--- src/rtl/tconv_pkg.sv ---
package tconv_pkg;
   typedef enum logic [1:0] {
      ST_IDLE = 2'd0,
      ST_LOC  = 2'd1,
      ST_REM  = 2'd2
   } conv_st_e;

   localparam int unsigned NUM_CH    = 2;
   localparam int unsigned CH_LOCAL  = 0;
   localparam int unsigned CH_REMOTE = 1;
endpackage

--- src/rtl/tconv_regs.sv ---
module tconv_regs
   import tconv_pkg::*;
#(
   parameter int unsigned    DW        = 8,
   parameter int unsigned    AW        = 8,
   parameter logic [AW-1:0]  CFG_ADDR  = 8'h09,
   parameter logic [AW-1:0]  OS_ADDR   = 8'h0F,
   parameter logic [AW-1:0]  LIM_BASE  = 8'h0B,
   parameter int unsigned    SLEEP_BIT = 6
) (
   input  logic                          clk,
   input  logic                          rst_n,
   input  logic                          wr_en,
   input  logic [AW-1:0]                 wr_addr,
   input  logic [DW-1:0]                 wr_data,
   output logic                          sw_sleep,
   output logic                          oneshot_wr,
   output logic [NUM_CH-1:0][DW-1:0]     lim_hi,
   output logic [NUM_CH-1:0][DW-1:0]     lim_lo
);
   localparam logic [DW-1:0] HI_RST = {1'b0, {(DW-1){1'b1}}};
   localparam logic [DW-1:0] LO_RST = {1'b1, {(DW-1){1'b0}}};

   always_ff @(posedge clk or negedge rst_n) begin
      if (!rst_n)                             sw_sleep <= 1'b0;
      else if (wr_en && wr_addr == CFG_ADDR)  sw_sleep <= wr_data[SLEEP_BIT];
   end

   assign oneshot_wr = wr_en && (wr_addr == OS_ADDR);

   for (genvar g = 0; g < NUM_CH; g++) begin : g_lim
      localparam logic [AW-1:0] HI_A = LIM_BASE + AW'(2 * g);
      localparam logic [AW-1:0] LO_A = LIM_BASE + AW'(2 * g + 1);
      always_ff @(posedge clk or negedge rst_n) begin
         if (!rst_n) begin
            lim_hi[g] <= HI_RST;
            lim_lo[g] <= LO_RST;
         end else if (wr_en) begin
            if (wr_addr == HI_A) lim_hi[g] <= wr_data;
            if (wr_addr == LO_A) lim_lo[g] <= wr_data;
         end
      end
   end

   p_cfg_write_r3: assert property (@(posedge clk) disable iff (!rst_n)
      (wr_en && wr_addr == CFG_ADDR) |=> (sw_sleep == $past(wr_data[SLEEP_BIT])));
   p_cfg_hold_r3: assert property (@(posedge clk) disable iff (!rst_n)
      !(wr_en && wr_addr == CFG_ADDR) |=> $stable(sw_sleep));
endmodule

--- src/rtl/tconv_ctrl.sv ---
module tconv_ctrl
   import tconv_pkg::*;
(
   input  logic clk,
   input  logic rst_n,
   input  logic hw_sleep_n,
   input  logic sw_sleep,
   input  logic oneshot_wr,
   input  logic adc_done,
   output logic adc_start,
   output logic adc_sel,
   output logic res_we,
   output logic res_ch,
   output logic busy,
   output logic sleeping
);
   conv_st_e st_q, st_n;
   logic     os_q, os_n, start_n, abort;

   assign sleeping = !hw_sleep_n || sw_sleep;
   assign busy     = (st_q != ST_IDLE);
   assign adc_sel  = (st_q == ST_REM);
   // a single pass survives software sleep; only the pin stops it
   assign abort    = busy && (os_q ? !hw_sleep_n : sleeping);

   always_comb begin
      st_n    = st_q;
      os_n    = os_q;
      start_n = 1'b0;
      res_we  = 1'b0;
      res_ch  = 1'b0;
      unique case (st_q)
         ST_IDLE: begin
            if (!sleeping) begin
               st_n = ST_LOC; os_n = 1'b0; start_n = 1'b1;
            end else if (oneshot_wr && hw_sleep_n) begin
               st_n = ST_LOC; os_n = 1'b1; start_n = 1'b1;
            end
         end
         ST_LOC: begin
            if (abort) begin
               st_n = ST_IDLE; os_n = 1'b0;
            end else if (adc_done) begin
               res_we = 1'b1; res_ch = 1'b0;
               st_n = ST_REM; start_n = 1'b1;
            end
         end
         ST_REM: begin
            if (abort) begin
               st_n = ST_IDLE; os_n = 1'b0;
            end else if (adc_done) begin
               res_we = 1'b1; res_ch = 1'b1;
               if (os_q) begin
                  st_n = ST_IDLE; os_n = 1'b0;
               end else begin
                  st_n = ST_LOC; start_n = 1'b1;
               end
            end
         end
         default: begin
            st_n = ST_IDLE; os_n = 1'b0;
         end
      endcase
   end

   always_ff @(posedge clk or negedge rst_n) begin
      if (!rst_n) begin
         st_q      <= ST_IDLE;
         os_q      <= 1'b0;
         adc_start <= 1'b0;
      end else begin
         st_q      <= st_n;
         os_q      <= os_n;
         adc_start <= start_n;
      end
   end

   p_pin_inhibit_r4: assert property (@(posedge clk) disable iff (!rst_n)
      !hw_sleep_n |=> !adc_start);
   p_abort_no_store_r3: assert property (@(posedge clk) disable iff (!rst_n)
      (busy && !os_q && sleeping) |-> !res_we);
   p_abort_idle_r3: assert property (@(posedge clk) disable iff (!rst_n)
      (busy && !os_q && sleeping) |=> !busy);
   p_pass_ends_r5: assert property (@(posedge clk) disable iff (!rst_n)
      (os_q && res_we && res_ch) |=> (!busy && !adc_start));
   p_start_pulse_r2: assert property (@(posedge clk) disable iff (!rst_n)
      (adc_start && !adc_done) |=> !adc_start);
   p_no_retrigger_r6: assert property (@(posedge clk) disable iff (!rst_n)
      (os_q && busy && !res_we && hw_sleep_n) |=> (busy && !adc_start));
endmodule

--- src/rtl/tconv_results.sv ---
module tconv_results
   import tconv_pkg::*;
#(
   parameter int unsigned DW        = 8,
   parameter bit          REG_FLAGS = 1'b0
) (
   input  logic                          clk,
   input  logic                          rst_n,
   input  logic                          res_we,
   input  logic                          res_ch,
   input  logic [DW-1:0]                 adc_data,
   input  logic                          adc_start,
   input  logic                          adc_sel,
   input  logic                          sensor_open,
   input  logic [NUM_CH-1:0][DW-1:0]     lim_hi,
   input  logic [NUM_CH-1:0][DW-1:0]     lim_lo,
   output logic [NUM_CH-1:0][DW-1:0]     vals,
   output logic                          open_flag,
   output logic                          remote_short,
   output logic [2*NUM_CH-1:0]           limit_flags,
   output logic                          alert_n
);
   localparam logic [DW-1:0] FAULT_CODE = {1'b1, {(DW-1){1'b0}}};

   logic [2*NUM_CH-1:0] cmp_raw;

   for (genvar g = 0; g < NUM_CH; g++) begin : g_ch
      always_ff @(posedge clk or negedge rst_n) begin
         if (!rst_n)                         vals[g] <= '0;
         else if (res_we && res_ch == 1'(g)) vals[g] <= adc_data;
      end
      assign cmp_raw[2*g]     = $signed(vals[g]) > $signed(lim_hi[g]);
      assign cmp_raw[2*g + 1] = $signed(vals[g]) < $signed(lim_lo[g]);

      p_store_r2: assert property (@(posedge clk) disable iff (!rst_n)
         (res_we && res_ch == 1'(g)) |=> (vals[g] == $past(adc_data)));
      p_keep_r3: assert property (@(posedge clk) disable iff (!rst_n)
         !(res_we && res_ch == 1'(g)) |=> $stable(vals[g]));
   end

   if (REG_FLAGS) begin : g_flag_reg
      always_ff @(posedge clk or negedge rst_n) begin
         if (!rst_n) limit_flags <= '0;
         else        limit_flags <= cmp_raw;
      end
   end else begin : g_flag_comb
      assign limit_flags = cmp_raw;
   end

   always_ff @(posedge clk or negedge rst_n) begin
      if (!rst_n)                      open_flag <= 1'b0;
      else if (adc_start && !adc_sel)  open_flag <= sensor_open;
   end

   assign remote_short = (vals[CH_REMOTE] == FAULT_CODE);
   assign alert_n      = !((|limit_flags) || open_flag);

   p_open_sample_r7: assert property (@(posedge clk) disable iff (!rst_n)
      (adc_start && !adc_sel) |=> (open_flag == $past(sensor_open)));
   p_open_hold_r7: assert property (@(posedge clk) disable iff (!rst_n)
      !(adc_start && !adc_sel) |=> $stable(open_flag));
   p_open_alert_r10: assert property (@(posedge clk) disable iff (!rst_n)
      open_flag |-> !alert_n);
endmodule

--- src/rtl/tconv_sequencer.sv ---
module tconv_sequencer
   import tconv_pkg::*;
#(
   parameter int unsigned    DW        = 8,
   parameter int unsigned    AW        = 8,
   parameter logic [AW-1:0]  CFG_ADDR  = 8'h09,
   parameter logic [AW-1:0]  OS_ADDR   = 8'h0F,
   parameter logic [AW-1:0]  LIM_BASE  = 8'h0B,
   parameter int unsigned    SLEEP_BIT = 6,
   parameter bit             REG_FLAGS = 1'b0
) (
   input  logic            clk,
   input  logic            rst_n,
   input  logic            hw_sleep_n,
   input  logic            wr_en,
   input  logic [AW-1:0]   wr_addr,
   input  logic [DW-1:0]   wr_data,
   input  logic            sensor_open,
   input  logic            adc_done,
   input  logic [DW-1:0]   adc_data,
   output logic            adc_start,
   output logic            adc_sel,
   output logic            busy,
   output logic            sleeping,
   output logic [DW-1:0]   local_temp,
   output logic [DW-1:0]   remote_temp,
   output logic            open_flag,
   output logic            remote_short,
   output logic [3:0]      limit_flags,
   output logic            alert_n
);
   localparam int unsigned LIM_REGS = 2 * NUM_CH;

   initial begin
      a_dw_min: assert (DW >= 2) else $error("DW too small");
      a_sleep_bit: assert (SLEEP_BIT < DW) else $error("SLEEP_BIT outside data word");
      a_addr_clash: assert (OS_ADDR != CFG_ADDR) else $error("trigger and config share an address");
      a_lim_clash: assert (!(int'(CFG_ADDR) >= int'(LIM_BASE) && int'(CFG_ADDR) < int'(LIM_BASE) + LIM_REGS))
         else $error("config address inside limit window");
      a_lim_os: assert (!(int'(OS_ADDR) >= int'(LIM_BASE) && int'(OS_ADDR) < int'(LIM_BASE) + LIM_REGS))
         else $error("trigger address inside limit window");
   end

   logic                       sw_sleep, oneshot_wr, res_we, res_ch;
   logic [NUM_CH-1:0][DW-1:0]  lim_hi, lim_lo, vals;

   tconv_regs #(
      .DW(DW), .AW(AW), .CFG_ADDR(CFG_ADDR), .OS_ADDR(OS_ADDR),
      .LIM_BASE(LIM_BASE), .SLEEP_BIT(SLEEP_BIT)
   ) i_regs (
      .clk(clk), .rst_n(rst_n), .wr_en(wr_en), .wr_addr(wr_addr), .wr_data(wr_data),
      .sw_sleep(sw_sleep), .oneshot_wr(oneshot_wr), .lim_hi(lim_hi), .lim_lo(lim_lo)
   );

   tconv_ctrl i_ctrl (
      .clk(clk), .rst_n(rst_n), .hw_sleep_n(hw_sleep_n), .sw_sleep(sw_sleep),
      .oneshot_wr(oneshot_wr), .adc_done(adc_done), .adc_start(adc_start),
      .adc_sel(adc_sel), .res_we(res_we), .res_ch(res_ch), .busy(busy),
      .sleeping(sleeping)
   );

   tconv_results #(.DW(DW), .REG_FLAGS(REG_FLAGS)) i_results (
      .clk(clk), .rst_n(rst_n), .res_we(res_we), .res_ch(res_ch), .adc_data(adc_data),
      .adc_start(adc_start), .adc_sel(adc_sel), .sensor_open(sensor_open),
      .lim_hi(lim_hi), .lim_lo(lim_lo), .vals(vals), .open_flag(open_flag),
      .remote_short(remote_short), .limit_flags(limit_flags), .alert_n(alert_n)
   );

   assign local_temp  = vals[CH_LOCAL];
   assign remote_temp = vals[CH_REMOTE];
endmodule

--- config.mk ---
export PLATFORM = sky130hd
export DESIGN_NAME = tconv_sequencer
export DESIGN_NICKNAME = d
export VERILOG_FILES = /design/src/rtl/tconv_pkg.sv /design/src/rtl/tconv_regs.sv /design/src/rtl/tconv_ctrl.sv /design/src/rtl/tconv_results.sv /design/src/rtl/tconv_sequencer.sv
export SDC_FILE = /design/constraint.sdc
export NUM_CORES = 1
export LEC_CHECK = 0
export ABC_AREA = 1
export BUFFER_PORTS_ARGS = -buffer_cell sky130_fd_sc_hd__buf_4
export CAP_MARGIN = 20
export CORE_MARGIN = 2
export CORE_UTILIZATION = 47
export DETAILED_ROUTE_END_ITERATION = 10
export PLACE_DENSITY = 0.68
export SYNTH_ARGS = -nofsm -noshare
export SYNTH_HDL_FRONTEND = slang
export SYNTH_HIERARCHICAL = 1
export SYNTH_SLANG_ARGS = --single-unit
--- constraint.sdc ---
create_clock -name clk -period 2.35 [get_ports clk]
set_clock_uncertainty 0.05 [all_clocks]
set_input_delay 0.3525 -clock clk [delete_from_list [all_inputs] [get_ports clk]]
set_output_delay 0.3525 -clock clk [all_outputs]
set_load 0.01 [all_outputs]
==> flow_metrics.tcl, run 1 <==
set metrics [dict create \
    yosys.area.top_type "dfrtp_1" \
    setup_violations 1 \
    root_buffer "clkbuf_8" \
    io_buffers 56 \
    synth.cell_area_um2 3460 \
    final_cells 612 \
    cpMaxStageDelayCell "dfstp_2" \
    layout-drive-gt1-share 0.265 \
    clk_latency_ns 0.31 \
    tightest_slew_ns 0.690 \
    maxCapViolCount 0 \
    critPathArrivalTime_ns 2.01 \
    netlist_top_cells_count "122 x nand2_1, 87 x inv_1, 46 x nand3_1" \
    critPathKind "flop to output port" \
    min_path_type "primary input to async pin" \
    timing.max_slew.rel_slack 0.540 \
    cts.sinks 54 \
    worstPathCellList "inv_1 > ha_1 > nand2_1 > inv_1 > nand2_1 > nand2_1 > nand2_2 > nand3_1 > nand3_2 > nand2_2 > nor2_2 > buf_4" \
    grt_pass1_vias 3070 \
    synth_cells 450 \
    synth.avg_cell_area_um2 7.69 \
    vias 3050 \
    drt_iter0_markers 125 \
    syn_nets 514 \
    layout.nets 576 \
    rsz0062_at_grt "true" \
    clock.fmax_mhz 414 \
    cts_buffer_depth 2 \
    synth_most_common_cell "nand2_1" \
    cellPowerDensity_nw_per_um2 973 \
    rows 31 \
    drc 0 \
    areaGrowthSynthToFinish_pct 23.1 \
    utilization 0.594 \
    fin_crit_ns 2.42 \
    critical_path_required_ns 1.95 \
    crit_path_max_incr_delay_ns 0.54 \
    coreArea_um2 7180 \
    num_io_pins 57 \
    totalWireLength_um 8780 \
    failed_checks "setup timing" \
    async_flop_share 1.00 \
    die_h_um 89.8 \
    setup_slack_ns -0.0652 \
    dp_hpwl_um 6420 \
    finalHoldViolations 0 \
    synth.distinct_cells 31 \
    die_x_um 89.8 \
    antenna_found_initial 0 \
    synth_top_area_frac 0.275 \
    globalRoute.totalOverflow 0 \
    ys_ff_latch 54 \
    placed_cells 601 \
    first_pass_iters 5 \
    vias_per_cell 4.98 \
    diodes 0 \
    final_max_slew_viol_count 0 \
    synth_edf_count 0 \
    start_kind "flop" \
    synthTopCellsByArea "dfrtp_1 27%, nand2_1 13%, ha_1 12%" \
    critical_path.endpoint_type "output port" \
    p_leak_nw 2.33 \
    seq_area_frac_synth 0.396 \
    die-area_um2 8070 \
    yosysWarnings 6 \
    critPathMostFrequentCell "nand2_1" \
    place.gp.congestion 0.806 \
    clk_pin_slew_ns 0.10 \
    grt.total_usage 0.227 \
    initial_utilization 0.482 \
    cts_made_buffers 5 \
    n_fill_cell 672 \
    status "complete, but fails checks" \
    grt_first_pass_wirelength_um 15000 \
    fin_crit_sh 1.03 \
    cts_tree "yes" \
    grt_max_degree 55 \
    yosys_most_used_dff "dfrtp_1" \
    postRouteAntennaNets 0 \
    post_drt_wl_per_cell_um 14.3 \
    critPathMaxFanout 2 \
    h-tree-depth 2 \
    vdd_drop_max_uv 372 \
    tns_ns -0.0652 \
]
-- sequential cells by signal, indices dropped and copies added, names as in the netlist --
signal / cells
i_ctrl/os_q: 1
i_results/vals: 16
i_ctrl/adc_start: 1
i_regs/lim_lo: 16
i_ctrl/st_q: 2
i_regs/sw_sleep: 1
i_results/open_flag: 1
i_regs/lim_hi: 16
-- kinds of logic (layout without fill, tap and decap cells) --
logic type | after synthesis | count (layout) | share of synthesized area
flops | 54 | 54 | 0.396
buf+inv | 95 | 158 | 0.108
compound gates | 51 | 51 | 0.0896
fa+ha+maj | 34 | 34 | 0.123
simple gates | 216 | 216 | 0.284
-- where the power goes --
group	switching (mW)	internal (mW)	total [mW]
clock network	0.313	0.314	0.628
registers	0.287	1.15	1.43
logic	1.13	0.963	2.09
-- metrics by stage --
stage          hold slack [ns]  power [mW]  worst slack (ns)  instance area (um^2)
4_1_cts                 0.0516        3.96           -0.0672                  4150
5_1_grt                 0.0768        4.51            -0.197                  4260
3_3_place_gp             0.398        3.18             0.272                  3980
6_report                0.0236        4.15           -0.0652                  4260
3_5_place_dp             0.400        3.24             0.269                  3980
2_1_floorplan          0.00691        2.49             0.440                  3460
-- worst paths after layout --
kind | startpoint | endpoint | slack (ns) | cells after the start
max | i_regs/lim_hi[3]$_DFFE_PN1P_ | alert_n | -0.07 | 12
min | rst_n | i_results/vals[8]$_DFFE_PN0P_ | 0.02 | 1
max reg2reg | i_ctrl/st_q[0]$_DFFE_PN0P_ | i_results/vals[10]$_DFFE_PN0P_ | 0.42 | 8
min reg2reg | i_regs/lim_lo[11]$_DFFE_PN0P_ | i_regs/lim_lo[11]$_DFFE_PN0P_ | 0.43 | 2
max in group asynchronous | rst_n | i_results/vals[15]$_DFFE_PN0P_ | 1.75 | 1
min in group clk | sensor_open | i_results/open_flag$_DFFE_PN0P_ | 0.24 | 3
-- routing by layer --
metal / track usage / vias to the layer above / routed length (um)
met5: 0 / - / 0
met4: 0.0718 / 0 / 161
met3: 0.0369 / 16 / 356
met2: 0.378 / 69 / 4180
met1: 0.306 / 1419 / 4080
li1: - / 1546 / -
-- placed cells by master, fill, tap and decap left out, drive strengths merged --
cell / synthesis / final
clkinv: 1 / 3
clkbuf: 2 / 5
o21bai: 17 / 17
dfrtp: 38 / 38
o211ai: 1 / 1
nand2: 129 / 129
a21oi: 11 / 11
bufinv: 0 / 1
nand3: 49 / 49
inv: 89 / 89
or2: 1 / 1
ha: 34 / 34
buf: 3 / 60
o21ai: 18 / 18
nand3b: 1 / 1
nand4: 6 / 6
nor3: 2 / 2
nor4: 1 / 1
nor2: 26 / 26
o21a: 4 / 4
dfstp: 16 / 16
or4: 1 / 1
-- what timing repair did --
| item | in CTS | in global routing |
|---|---|---|
| hold buffers | 0 | 0 |
| pin swaps | 10 | 12 |
| buffers inserted | 0 | 3 |
| resized for setup | 9 | 24 |
| endpoints found under the setup margin | 1 | 5 |
-- cell type report --
cell class / count / area (um^2) / share of cell area
Sequential cell: 54 / 1370 / 0.322
Clock buffer: 5 / 68.8 / 0.0161
Tap cell: 99 / 124 / 0.0291
Timing Repair Buffer: 60 / 454 / 0.107
Multi-Input combinational cell: 301 / 1860 / 0.437
Inverter: 90 / 340 / 0.0798
Clock inverter: 3 / 40.0 / 0.00939
-- critical path: cells and delay by family, from the launching register on --
family	cells	cell delay, ns
buffers and inverters	3	0.22
adders and majority gates	1	0.31
and+or+nand+nor	8	0.62
DFF	1	0.54
Power figures use the tool's default switching activity.
==> run 2, diff against run 1 <==
CAP_MARGIN = default   (was 20)
CORE_MARGIN = default   (was 2)
REMOVE_ABC_BUFFERS = 1   (was default)
==> run 2 against run 1 <==
The flow still finishes with violations (setup timing). Largest cell class unchanged. Critical path depth grew 1. Die area fell by 4.4%. Non-clock buffer count unchanged. Maximum frequency decreased by 0.59%. Combinational power increased by 5%. Critical path type unchanged. Final cell count fell by 0.49%. Power decreased by 0.24%.
==> flow_metrics.tcl, run 2 (synthesis results as in run 1) <==
set metrics [dict create \
    critPathArrivalTime_ns 2.03 \
    h-tree-depth 2 \
    cellPowerDensity_nw_per_um2 966 \
    start_kind "flop" \
    initial_utilization 0.499 \
    tightest_slew_ns 0.690 \
    failed_checks "setup timing" \
    cts_tree "yes" \
    cts.sinks 54 \
    setup_violations 2 \
    antenna_found_initial 0 \
    path_buf_inv 3 \
    cts_hold_buf 0 \
    fin_hold_ws_ns 0.0223 \
    top_regs "i_regs/lim_hi: 16 flops, i_regs/lim_lo: 16 flops, i_results/vals: 16 flops" \
    place.gp.congestion 0.857 \
    totalWireLength_um 8700 \
    dpl_cell_area_um2 3980 \
    worstPathCellList "inv_2 > ha_4 > inv_2 > o21bai_1 > nand2_1 > nand2_2 > nand2_2 > nand2_1 > nand2_1 > nand3_2 > nand2_2 > nor2_1 > buf_4" \
    maxCapViolCount 0 \
    critical_path_required_ns 1.95 \
    min_path_type "primary input to async pin" \
    cts_made_buffers 5 \
    reg2reg_depth 9 \
    p_leak_nw 2.31 \
    critPathKind "flop to output port" \
    timing.max_slew.rel_slack 0.540 \
    drt_iter0_markers 133 \
    first_pass_iters 4 \
    finalHoldViolations 0 \
    layout-drive-gt1-share 0.283 \
    crit_cells 13 \
    vias 3050 \
    areaGrowthSynthToFinish_pct 23.7 \
    die-area_um2 7710 \
    clk_latency_ns 0.31 \
    num_io_pins 57 \
    layout.nets 576 \
    io_buffers 56 \
    grt.total_usage 0.237 \
    status "complete, but fails checks" \
    utilization 0.617 \
    drc 0 \
    critical_path.endpoint_type "output port" \
    fin_crit_sh 1.03 \
    critPathMaxFanout 2 \
    postRouteAntennaNets 0 \
    vdd_drop_max_uv 415 \
    rsz0062_at_grt "true" \
    grt_max_degree 55 \
    die_x_um 87.8 \
    diodes 0 \
    n_fill_cell 638 \
    vias_per_cell 5.01 \
    die_h_um 87.8 \
    grt_first_pass_wirelength_um 13800 \
    fin_crit_ns 2.43 \
    grt_pass1_vias 2873 \
    clk_pin_slew_ns 0.10 \
    cpMaxStageDelayCell "dfstp_2" \
    setup_slack_ns -0.0794 \
    globalRoute.totalOverflow 0 \
    layout_common_cells "114 x nand2_1, 75 x inv_1, 55 x buf_4" \
    crit_path_max_incr_delay_ns 0.55 \
    layout_commonest_cell "nand2_1" \
    coreArea_um2 6940 \
    post_drt_wl_per_cell_um 14.3 \
    rows 30 \
    root_buffer "clkbuf_8" \
    final_max_slew_viol_count 0 \
    finalInstanceArea_um2 4280 \
    dp_hpwl_um 6280 \
    clock.fmax_mhz 412 \
    critPathTopFamily "simple AND/OR/NAND/NOR gates" \
    cts_buffer_depth 2 \
]
==> run 2: cell count changes in the layout (fill, tap and decap cells not counted), moves of 2 or more <==
| cell | delta |
|---|---|
| a21oi_1 | -2 |
| nand2_1 | -3 |
| clkinv_2 | -2 |
| buf_4 | -4 |
| a21oi_2 | +2 |
| nand2_2 | +2 |
| inv_1 | -3 |
| buf_6 | +4 |
| clkinvlp_4 | +2 |
| inv_2 | +4 |
==> run 2: report_power, final <==
group	internal [mW]	switching, mW	total (mW)	leakage [nW]
Sequential	1.15	0.279	1.43	0.628
Clock	0.211	0.316	0.526	0.0374
Combinational	1.03	1.15	2.19	1.65
Total	2.39	1.75	4.14	2.31
==> run 2: cell type report <==
cell class	instances	area [um^2]	share of cell area
Clock inverter	2	15.0	0.00350
Tap cell	96	120	0.0280
Inverter	90	338	0.0789
Sequential cell	54	1380	0.321
Multi-Input combinational cell	301	1890	0.442
Clock buffer	6	72.6	0.0169
Timing Repair Buffer	60	469	0.110
==> run 2: path summary, 6_finish.rpt <==
path                            slack [ns]                               to                          start
worst max-delay path                 -0.08                          alert_n   i_regs/lim_hi[1]$_DFFE_PN1P_
worst max register to register        0.44   i_results/vals[13]$_DFFE_PN0P_     i_ctrl/st_q[0]$_DFFE_PN0P_
worst min register to register        0.42    i_regs/lim_hi[11]$_DFFE_PN1P_  i_regs/lim_hi[11]$_DFFE_PN1P_
min in group clk                      0.24  i_results/open_flag$_DFFE_PN0P_                    sensor_open
max in group asynchronous             1.73    i_results/vals[1]$_DFFE_PN0P_                          rst_n
worst min-delay path                  0.02    i_results/vals[8]$_DFFE_PN0P_                          rst_n
==> run 2: timing repair <==
action,4_1_cts,5_1_grt
setup endpoints to repair,1,5
pin swaps,11,19
buffers inserted,3,0
gates resized for setup,10,37
==> run 2: layer usage <==
layer,part of all wire,GRT usage
met1,0.48,0.327
met2,0.48,0.390
met3,0.036,0.0349
met4,0.012,0.0641
met5,0,0
==> run 2: through the flow <==
stage | setup TNS, ns | setup slack (ns) | total power, mW | cells
2_1_floorplan | 0 | 0.440 | 2.49 | 445
3_3_place_gp | 0 | 0.278 | 3.16 | 598
3_5_place_dp | 0 | 0.270 | 3.22 | 598
4_1_cts | -0.131 | -0.0679 | 3.91 | 609
5_1_grt | -0.623 | -0.299 | 4.48 | 609
6_report | -0.132 | -0.0794 | 4.14 | 609
